===== config.mk =====
export PLATFORM = sky130hd
export DESIGN_NAME = inep_ctrl_hs
export DESIGN_NICKNAME = d
export VERILOG_FILES = /design/src/rtl/inep_hs_pkg.sv /design/src/rtl/inep_ctl_regs.sv /design/src/rtl/inep_hs_arb.sv /design/src/rtl/inep_txf_gate.sv /design/src/rtl/inep_ctrl_hs.sv
export SDC_FILE = /design/constraint.sdc
export NUM_CORES = 1
export LEC_CHECK = 0
export ABC_AREA = 1
export BUFFER_PORTS_ARGS = -buffer_cell sky130_fd_sc_hd__buf_2
export CAP_MARGIN = 0
export CORE_ASPECT_RATIO = 1.25
export CORE_MARGIN = 2
export CORE_UTILIZATION = 37
export DETAILED_ROUTE_END_ITERATION = 8
export GPL_ROUTABILITY_DRIVEN = 1
export PLACE_DENSITY = 0.79
export SLEW_MARGIN = 20
export SYNTH_ARGS = -nofsm -noshare
export SYNTH_HDL_FRONTEND = slang
export SYNTH_SLANG_ARGS = --single-unit

===== constraint.sdc =====
create_clock -name clk -period 1.1 [get_ports clk]
set_clock_uncertainty 0.05 [all_clocks]
set_input_delay 0.055 -clock clk [delete_from_list [all_inputs] [get_ports clk]]
set_output_delay 0.055 -clock clk [all_outputs]
set_load 0.1 [all_outputs]

===== src/rtl/inep_hs_pkg.sv =====
package inep_hs_pkg;

    typedef enum logic [1:0] {
        HS_DATA  = 2'd0,
        HS_NAK   = 2'd1,
        HS_STALL = 2'd2
    } hs_e;

    // control word layout
    localparam int CTL_EN_B     = 0;
    localparam int CTL_DIS_B    = 1;
    localparam int CTL_SNAK_B   = 2;
    localparam int CTL_CNAK_B   = 3;
    localparam int CTL_STALL_B  = 4;
    localparam int CTL_FIFO_LSB = 8;
    localparam int CTL_NAKST_B  = 16;

    // interrupt flag layout
    localparam int INT_DIS_B  = 0;
    localparam int INT_XFER_B = 1;
    localparam int INT_W      = 2;

    // register addresses
    localparam int A_CTL  = 0;
    localparam int A_INT  = 1;
    localparam int A_MASK = 2;

    typedef struct packed {
        logic en;
        logic dis;
        logic nak;
        logic stall;
    } ep_state_t;

    function automatic hs_e pick_hs(input logic stall, input logic nak_any,
                                    input logic en);
        if (stall)        return HS_STALL;
        else if (nak_any) return HS_NAK;
        else if (en)      return HS_DATA;
        else              return HS_NAK;
    endfunction

endpackage


===== src/rtl/inep_ctl_regs.sv =====
module inep_ctl_regs
    import inep_hs_pkg::*;
#(
    parameter int DATA_W = 32,
    parameter int FIFO_W = 4
) (
    input  logic                    clk,
    input  logic                    rst,
    input  logic                    wr_ctl,
    input  logic                    wr_int,
    input  logic [DATA_W-1:0]       wdata,
    input  logic                    setup,
    input  logic                    xfer_done,
    input  logic                    dis_done,
    output ep_state_t               st,
    output logic [FIFO_W-1:0]       fifo_num,
    output logic [INT_W-1:0]        flags
);

    ep_state_t          st_n;
    logic [INT_W-1:0]   pend_q, pend_n, flags_n;
    logic [INT_W-1:0]   clr_mask;

    always_comb begin
        st_n = st;
        pend_n = '0;

        // software side
        if (wr_ctl && wdata[CTL_EN_B])
            st_n.en = 1'b1;
        if (wr_ctl && wdata[CTL_DIS_B] && st.en)
            st_n.dis = 1'b1;
        if (wr_ctl && wdata[CTL_CNAK_B])
            st_n.nak = 1'b0;
        if (wr_ctl && wdata[CTL_SNAK_B])
            st_n.nak = 1'b1;
        if (wr_ctl && wdata[CTL_STALL_B])
            st_n.stall = 1'b1;

        // hardware side overrides
        if (setup) begin
            st_n.nak   = 1'b1;
            st_n.stall = 1'b0;
        end
        if (xfer_done && st.en) begin
            st_n.en = 1'b0;
            pend_n[INT_XFER_B] = 1'b1;
        end
        if (dis_done && st.dis) begin
            st_n.en  = 1'b0;
            st_n.dis = 1'b0;
            pend_n[INT_DIS_B] = 1'b1;
        end

        clr_mask = wr_int ? wdata[INT_W-1:0] : '0;
        flags_n  = (flags & ~clr_mask) | pend_q;
    end

    always_ff @(posedge clk) begin
        if (rst) begin
            st       <= '0;
            pend_q   <= '0;
            flags    <= '0;
            fifo_num <= '0;
        end else begin
            st     <= st_n;
            pend_q <= pend_n;
            flags  <= flags_n;
            if (wr_ctl)
                fifo_num <= wdata[CTL_FIFO_LSB +: FIFO_W];
        end
    end

endmodule


===== src/rtl/inep_hs_arb.sv =====
module inep_hs_arb
    import inep_hs_pkg::*;
(
    input  ep_state_t st,
    input  logic      glb_np_in_nak,
    input  logic      glb_out_nak,
    output hs_e       hs
);

    logic nak_any;

    always_comb begin
        nak_any = st.nak | glb_np_in_nak | glb_out_nak;
        hs      = pick_hs(st.stall, nak_any, st.en);
    end

endmodule


===== src/rtl/inep_txf_gate.sv =====
module inep_txf_gate #(
    parameter int NUM_EP = 7,
    parameter int DATA_W = 32
) (
    input  logic              clk,
    input  logic              rst,
    input  logic              wr_mask,
    input  logic [DATA_W-1:0] wdata,
    input  logic [NUM_EP-1:0] empty,
    output logic [NUM_EP-1:0] mask,
    output logic [NUM_EP-1:0] irq
);

    for (genvar g = 0; g < NUM_EP; g++) begin : g_ep
        always_ff @(posedge clk) begin
            if (rst)
                mask[g] <= 1'b0;
            else if (wr_mask)
                mask[g] <= wdata[g];
        end
        assign irq[g] = empty[g] & mask[g];
    end

endmodule


===== src/rtl/inep_ctrl_hs.sv =====
module inep_ctrl_hs
    import inep_hs_pkg::*;
#(
    parameter int NUM_EP = 7,
    parameter int FIFO_W = 4,
    parameter int DATA_W = 32,
    parameter int ADDR_W = 2
) (
    input  logic              clk,
    input  logic              rst,
    input  logic              reg_wr,
    input  logic [ADDR_W-1:0] reg_addr,
    input  logic [DATA_W-1:0] reg_wdata,
    input  logic [ADDR_W-1:0] reg_raddr,
    output logic [DATA_W-1:0] reg_rdata,
    input  logic              core_setup,
    input  logic              core_xfer_done,
    input  logic              core_dis_done,
    input  logic              glb_np_in_nak,
    input  logic              glb_out_nak,
    input  logic [NUM_EP-1:0] txf_empty,
    output logic [1:0]        hs_code,
    output logic              irq_ep_dis,
    output logic              irq_xfer_cmpl,
    output logic [NUM_EP-1:0] irq_txf_empty
);

    localparam logic [ADDR_W-1:0] AD_CTL  = ADDR_W'(A_CTL);
    localparam logic [ADDR_W-1:0] AD_INT  = ADDR_W'(A_INT);
    localparam logic [ADDR_W-1:0] AD_MASK = ADDR_W'(A_MASK);

    ep_state_t          st;
    logic [FIFO_W-1:0]  fifo_num;
    logic [INT_W-1:0]   flags;
    logic [NUM_EP-1:0]  txf_mask;
    hs_e                hs;
    logic               wr_ctl, wr_int, wr_mask;

    assign wr_ctl  = reg_wr && (reg_addr == AD_CTL);
    assign wr_int  = reg_wr && (reg_addr == AD_INT);
    assign wr_mask = reg_wr && (reg_addr == AD_MASK);

    inep_ctl_regs #(.DATA_W(DATA_W), .FIFO_W(FIFO_W)) u_regs (
        .clk       (clk),
        .rst       (rst),
        .wr_ctl    (wr_ctl),
        .wr_int    (wr_int),
        .wdata     (reg_wdata),
        .setup     (core_setup),
        .xfer_done (core_xfer_done),
        .dis_done  (core_dis_done),
        .st        (st),
        .fifo_num  (fifo_num),
        .flags     (flags)
    );

    inep_hs_arb u_arb (
        .st            (st),
        .glb_np_in_nak (glb_np_in_nak),
        .glb_out_nak   (glb_out_nak),
        .hs            (hs)
    );

    inep_txf_gate #(.NUM_EP(NUM_EP), .DATA_W(DATA_W)) u_txf (
        .clk     (clk),
        .rst     (rst),
        .wr_mask (wr_mask),
        .wdata   (reg_wdata),
        .empty   (txf_empty),
        .mask    (txf_mask),
        .irq     (irq_txf_empty)
    );

    assign hs_code       = hs;
    assign irq_ep_dis    = flags[INT_DIS_B];
    assign irq_xfer_cmpl = flags[INT_XFER_B];

    always_comb begin
        reg_rdata = '0;
        if (reg_raddr == AD_CTL) begin
            reg_rdata[CTL_EN_B]                  = st.en;
            reg_rdata[CTL_DIS_B]                 = st.dis;
            reg_rdata[CTL_STALL_B]               = st.stall;
            reg_rdata[CTL_FIFO_LSB +: FIFO_W]    = fifo_num;
            reg_rdata[CTL_NAKST_B]               = st.nak;
        end else if (reg_raddr == AD_INT) begin
            reg_rdata[INT_W-1:0] = flags;
        end else if (reg_raddr == AD_MASK) begin
            reg_rdata[NUM_EP-1:0] = txf_mask;
        end
    end

endmodule


# Yosys cells after proc, flatten, opt, wreduce, memory -nomap -nowiden
# Cells that the tools add are included.
# W data, S select, Z words.
[classes] eq_ne=4 mux=19 n_bitwise=12 n_reduce_logical=17
[op_table] operator="$mux W2" count=8
[op_table] operator="$logic_and A1 B1 Y1" count=11
[op_table] operator="$mux W1" count=8
[op_table] operator="$and A1 B1 Y1" count=7
[op_table] operator="$mux W7" count=1
[op_table] operator="$mux W5" count=1
[op_table] operator="$eq A2 B1 Y1 const B" count=2
[op_table] operator="$eq A2 B2 Y1 const B" count=2
[op_table] operator="$logic_not A2 Y1" count=2
[op_table] operator="$mux W4" count=1
[op_table] operator="$reduce_or A2 Y1" count=2
[op_table] operator="$reduce_bool A3 Y1" count=1
[op_table] operator="$reduce_or A3 Y1" count=1
[op_table] operator="$and A2 B2 Y2" count=1
[op_table] operator="$not A2 Y2" count=1
[op_table] operator="$or A1 B1 Y1" count=2
[op_table] operator="$or A2 B2 Y2" count=1
[totals] regBits=19 wordCells=66

# Logic depth before layout (Yosys ltp)
# Gate-level depths: netlist of run 1.
[logic_depth] depth_word=6 ltp_mapped=6 ltp_nobuf=6

# Modules after synthesis
# A second synthesis of run 1 with hierarchy kept.
[unflattened] cells_unflattened=176 area_unflattened_um2=1107.3
[by_module_without_submodules] module="inep_ctl_regs" instances=1 cells_each=53 area_each_um2=420.4
[by_module_without_submodules] module="inep_txf_gate" instances=1 cells_each=58 area_each_um2=339.1
[by_module_without_submodules] module="inep_ctrl_hs" instances=1 cells_each=60 area_each_um2=324.1
[by_module_without_submodules] module="inep_hs_arb" instances=1 cells_each=5 area_each_um2=23.8

# Least setup slack after synthesis of run 1
# No wires, ideal clock.
[synth_timing] kind="reg-to-output" start="register, netlist name u_regs.st[0]" end="output reg_rdata[4]" arrival_time_ps=2504 required_ps=995 slack_ps=-1509 path_stages_with_launch=3 path_buffers=0 path_cell_list="dfxtp_1 -> inv_1 -> o21ai_0"
[synth_via] elab_chain_cells=1
[synth_rtl] item="$mux W1" line_no="inep_ctrl_hs.sv:80" rtl="if (reg_raddr == AD_CTL) begin"
[synth_rtl] item="end, declared" line_no="inep_ctrl_hs.sv:15" rtl="output logic [DATA_W-1:0] reg_rdata,"
# Every way passes these cells.

# Worst setup path after layout of run 1
[layout_timing] start="register, netlist name u_regs.st[3]" end="output reg_rdata[0]"
[layout_via] elab_chain_cells=1
[layout_rtl] item="$mux W2" line_no="inep_ctrl_hs.sv:80"
# Every way passes these cells.

==> results of run 1 <==
[worst max-delay path, delay by kind of cell (launching register included)]
family	cells	cell delay (ns)
DFF	1	0.37
AOI/OAI and AO/OA	1	0.27
buffers and inverters	2	0.27
[stage by stage]
step / area, µm² / util / total power, mW / setup WS, ns
finish: 1990 / 0.727 / 1.91 / -0.216
global route: 1990 / 0.727 / 1.98 / -0.265
CTS: 1950 / 0.713 / 1.90 / -0.212
detailed placement: 1740 / 0.638 / 1.49 / 0.0863
global placement: 1740 / 0.638 / 1.48 / 0.0855
floorplan: 1210 / - / 1.35 / -0.851
[cells by family after synthesis]
| group | after synthesis | share of synthesized area |
|---|---|---|
| buffers and inverters | 56 | 0.274 |
| AND/OR/NAND/NOR | 54 | 0.221 |
| AO/OA/AOI/OAI | 29 | 0.149 |
| flip-flops | 19 | 0.353 |
| other | 1 | 0.00348 |
[power by group]
part	total, mW	switching [mW]	internal (mW)
sequential	0.740	0.0204	0.720
combinational	0.809	0.604	0.205
clock	0.364	0.228	0.136
total	1.91	0.853	1.06
[metal layers]
metal / track usage / share of wire
met1: 0.210 / 0.36
met2: 0.343 / 0.55
met3: 0.0187 / 0.061
met4: 0.0994 / 0.038
met5: 0 / 0
[registers in the layout, indices dropped and copies added, names as in the netlist]
name	cells
u_regs.flags	2
u_regs.pend_q	2
u_txf.mask	7
u_regs.fifo_num	4
u_regs.st	4
[cell usage after synthesis]
cell and count:
nand2_2 1, inv_1 31, nand3_1 8, conb_1 1, buf_2 1, inv_2 2, a21oi_1 9, nand2_4 1
nand2_1 14, clkinv_4 1, nor3_1 2, o211ai_1 2, nor2_2 1, a21oi_2 2, o21ai_0 13, o21ai_1 2
buf_4 21, nor2_1 25, a21boi_0 1, dfxtp_1 19, nand4_1 1, nor2_4 1
[how the worst max path moves through the flow]
stage            startpoint  depth (start not counted)           end
2_1_floorplan  u_regs.st[3]                          2  reg_rdata[0]
3_3_place_gp   reg_raddr[0]                          5  reg_rdata[0]
3_5_place_dp   reg_raddr[0]                          5  reg_rdata[0]
4_1_cts        u_regs.st[3]                          3  reg_rdata[0]
5_1_grt        u_regs.st[3]                          3  reg_rdata[0]
6_report       u_regs.st[3]                          3  reg_rdata[0]
[area by class of cell]
| type | count | area share |
|---|---|---|
| repair inverters | 1 | 0.00378 |
| inverters | 34 | 0.0687 |
| well taps | 34 | 0.0214 |
| flip-flops and latches | 19 | 0.202 |
| clock inverters | 1 | 0.00252 |
| clock buffers | 3 | 0.0113 |
| repair buffers | 75 | 0.411 |
| multi-input cells | 103 | 0.279 |
[repair_timing]
action,in CTS,in global routing
gates resized for setup,21,20
hold endpoints to repair,17,0
buffers inserted,2,1
setup endpoints to repair,18,31
pin swaps,12,2
gates cloned,0,1
hold buffers,14,0
==> impl_metrics.tcl, run 1 <==
set metrics [dict create \
    rrSetupSlack_ns 0.15 \
    antenna_found_initial 0 \
    dpl.cell_count 248 \
    synth.distinct_cells 22 \
    cts_root_buf "clkbuf_4" \
    grt_max_degree 13 \
    grt_usage 0.189 \
    seq_area_um2 402 \
    final_cell_mix "buf_2, buf_12, inv_2, conb_1, dfxtp_2" \
    crit_path_max_incr_delay_ns 0.37 \
    setup-tns-final_ns -0.632 \
    crit_chain "inv_2 -> o211ai_1 -> buf_12" \
    period_needed_ns 1.32 \
    drt_pass1_iterations 4 \
    drt_first_iter_violations 20 \
    power_leakage_nw 0.900 \
    setup.worst_path.end_class "output pin" \
    cts_buffers 3 \
    violations "negative setup slack" \
    vias_per_cell 4.50 \
    worstHoldPathCells 3 \
    wl_per_cell_um 11.7 \
    num_io_pins 94 \
    syn-instance-count 159 \
    clk_latency_ns 0.31 \
    fp-row-count 21 \
    overflow 0 \
    yosysSeqAreaShare 0.353 \
    max-vdd-ir-drop_mv 0.903 \
    totalWireLength_mm 3.17 \
    rsz0062_at_grt "true" \
    cts_sinks 19 \
    ant_nets 0 \
    place_congestion 0.802 \
    start_kind "register" \
    holdWs_ns 0.0221 \
    fmax_ghz 0.760 \
    synth_area_leader_cell "dfxtp_1" \
    setup_ws_ns -0.216 \
    final_nets 288 \
    synth_top_area_frac 0.353 \
    min_period_over_period 1.20 \
    syn_to_final_growth_pct 84.3 \
    ys_seq_elements 19 \
    setup_viol_count_final 6 \
    yosysWarnings 0 \
    clkTransAtPathRegs_ns 0.11 \
    hold_viol 0 \
    vias 1216 \
    final_layout_size_suffix_gt1_frac 0.538 \
    worstPathMaxFanout 3 \
    grt_pass1_wl_mm 4.86 \
    outcome "complete, but fails checks" \
    cap_violations 0 \
    final_cells 270 \
    required_ns 1.00 \
    io_buffers 52 \
    slowest_stage "dfxtp_2" \
    core_um2 2730 \
    min_to "u_txf.mask[2]" \
    drc 0 \
    timing.rr.start "u_regs.st[2]" \
    clockBufferDepth 2 \
    synth.avg_cell_area_um2 6.78 \
    multi_input_area_um2 554 \
    syn_area_um2 1080 \
    synthTopCellsByArea "dfxtp_1, buf_4, inv_1, nor2_1, o21ai_0" \
    die_w_um 52.3 \
    crit_arrival_ns 1.21 \
    diodes 0 \
    dp_hpwl_mm 2.18 \
    htreeDepth 1 \
    die_h_um 64.3 \
    rr_endpoint "u_regs.st[2]" \
    maxSlewViolCount 0 \
    n_fill_cell 211 \
    ff2ff_path_depth 3 \
    path_class "reg -> out" \
    power.density_nw_per_um2 964 \
    holdCritStartpoint "reg_wdata[2]" \
    start_util 0.394 \
    grt_pass1_vias 1141 \
    die_area_um2 3360 \
    layout_commonest_cell "buf_2" \
    cts_tree "yes" \
    hold_class "in -> reg" \
]
(Power assumes the default switching activity.)
==> inputs of run 2 (changes only) <==
BUFFER_PORTS_ARGS = -buffer_cell sky130_fd_sc_hd__buf_4   (was -buffer_cell sky130_fd_sc_hd__buf_2)
CELL_PAD_IN_SITES_DETAIL_PLACEMENT = 0   (was default)
CELL_PAD_IN_SITES_GLOBAL_PLACEMENT = 1   (was default)
CORE_UTILIZATION = 23   (was 37)
PLACE_DENSITY = 0.82   (was 0.79)
==> run 2 against run 1 <==
The run still ends with negative setup slack left. Critical path type unchanged. First-iteration DRC count is 5.0% higher. Count of clock-buffer cells in the layout increased by 1. Design area is 8.1% lower. Clock power grew 32%. Cell count up 5.2%. Largest cell class unchanged.
==> impl_metrics.tcl, run 2 (synthesis results as in run 1) <==
set metrics [dict create \
    outcome "complete, but fails checks" \
    violations "negative setup slack" \
    cts_buffers 3 \
    clockBufferDepth 2 \
    setup.worst_path.end_class "output pin" \
    setup_viol_count_final 4 \
    hold_viol 0 \
    ff2ff_path_depth 4 \
    dp_hpwl_mm 2.21 \
    n_fill_cell 482 \
    cts_tree "yes" \
    grt_pass1_vias 979 \
    diodes 0 \
    htreeDepth 1 \
    vias 1116 \
    final_layout_size_suffix_gt1_frac 0.425 \
    cap_violations 0 \
    start_util 0.242 \
    grt_pass1_wl_mm 4.37 \
    min_period_over_period 1.13 \
    fp-row-count 27 \
    largest_reg_flops 7 \
    final_nets 278 \
    antenna_found_initial 0 \
    period_needed_ns 1.24 \
    wl_per_cell_um 9.76 \
    num_io_pins 94 \
    rsz0062_at_grt "true" \
    start_kind "register" \
    worstPathMaxFanout 3 \
    top_regs "u_txf.mask: 7 flops, u_regs.fifo_num: 4 flops, u_regs.st: 4 flops" \
    final_cell_mix "buf_4, inv_1, conb_1, nor2_1, nand2_1" \
    drc 0 \
    grt_usage 0.108 \
    drt_pass1_iterations 4 \
    ant_nets 0 \
    fmax_ghz 0.804 \
    maxSlewViolCount 0 \
    clkTransAtPathRegs_ns 0.07 \
    holdWs_ns 0.0109 \
    place_congestion 0.685 \
    setup_ws_ns -0.144 \
    fin_util 0.409 \
    core_um2 4460 \
    max-vdd-ir-drop_mv 0.487 \
    die_h_um 80.5 \
    cts_root_buf "clkbuf_8" \
    totalWireLength_mm 2.77 \
    io_buffers 52 \
    clk_latency_ns 0.25 \
    syn_to_final_growth_pct 69.5 \
    power_leakage_nw 0.867 \
    vias_per_cell 3.93 \
    hold_class "in -> reg" \
    die_area_um2 5250 \
    grt_max_degree 13 \
    worstHoldPathCells 4 \
    largest_register "u_txf.mask" \
    rrSetupSlack_ns 0.14 \
    die_w_um 65.2 \
    power.density_nw_per_um2 1080 \
    path_class "reg -> out" \
    cts_sinks 19 \
    layout_commonest_cell "buf_4" \
    crit_arrival_ns 1.14 \
    required_ns 1.00 \
    overflow 0 \
    drt_first_iter_violations 21 \
]
-- run 2: metal layers --
layer,global-route usage,up-vias,share of wire
li1,-,580,-
met1,0.129,485,0.42
met2,0.185,47,0.50
met3,0.0182,4,0.066
met4,0.0563,0,0.017
met5,0,-,0
-- run 2: metrics by stage --
stage / TNS (ns) / instance area (µm²) / worst slack (ns) / power [mW] / std cells
floorplan: -3.92 / 1210 / -0.851 / 1.35 / 178
global placement: 0 / 1560 / 0.00941 / 1.46 / 272
detailed placement: -0.0139 / 1560 / -0.0139 / 1.46 / 272
CTS: -0.389 / 1770 / -0.148 / 1.98 / 282
global route: -0.719 / 1830 / -0.235 / 2.06 / 284
finish: -0.348 / 1830 / -0.144 / 1.97 / 284
-- run 2: worst max-delay path: stages, from the launching register on --
cell      delay (ns)
dfxtp_2         0.35
inv_2           0.05
o211ai_1        0.22
buf_6           0.26
-- run 2: repair_timing --
item | in CTS | in global routing
setup endpoints to repair | 18 | 17
pin swaps | 2 | 6
endpoints found under the hold margin | 7 | 0
gates resized for setup | 32 | 11
buffers inserted | 1 | 2
hold buffers | 5 | 0
-- run 2: path summary, 6_finish.rpt --
kind                         start         endpoint
hold reg to reg   u_regs.pend_q[0]  u_regs.flags[0]
setup reg to reg      u_regs.st[2]     u_regs.st[3]
setup / recovery      u_regs.st[3]     reg_rdata[0]
hold / removal          core_setup     u_regs.st[0]
-- run 2: power by group --
part	total, mW	switching (mW)	internal, mW
combinational	0.757	0.576	0.181
sequential	0.735	0.0179	0.718
clock	0.479	0.222	0.257
-- run 2: cell type report --
class,count,area [µm²],share of cell area
Inverter,34,133,0.0727
Sequential cell,19,394,0.216
Multi-Input combinational cell,103,538,0.295
Clock buffer,4,45.0,0.0247
Tap cell,58,72.6,0.0398
Timing Repair Buffer,66,643,0.352
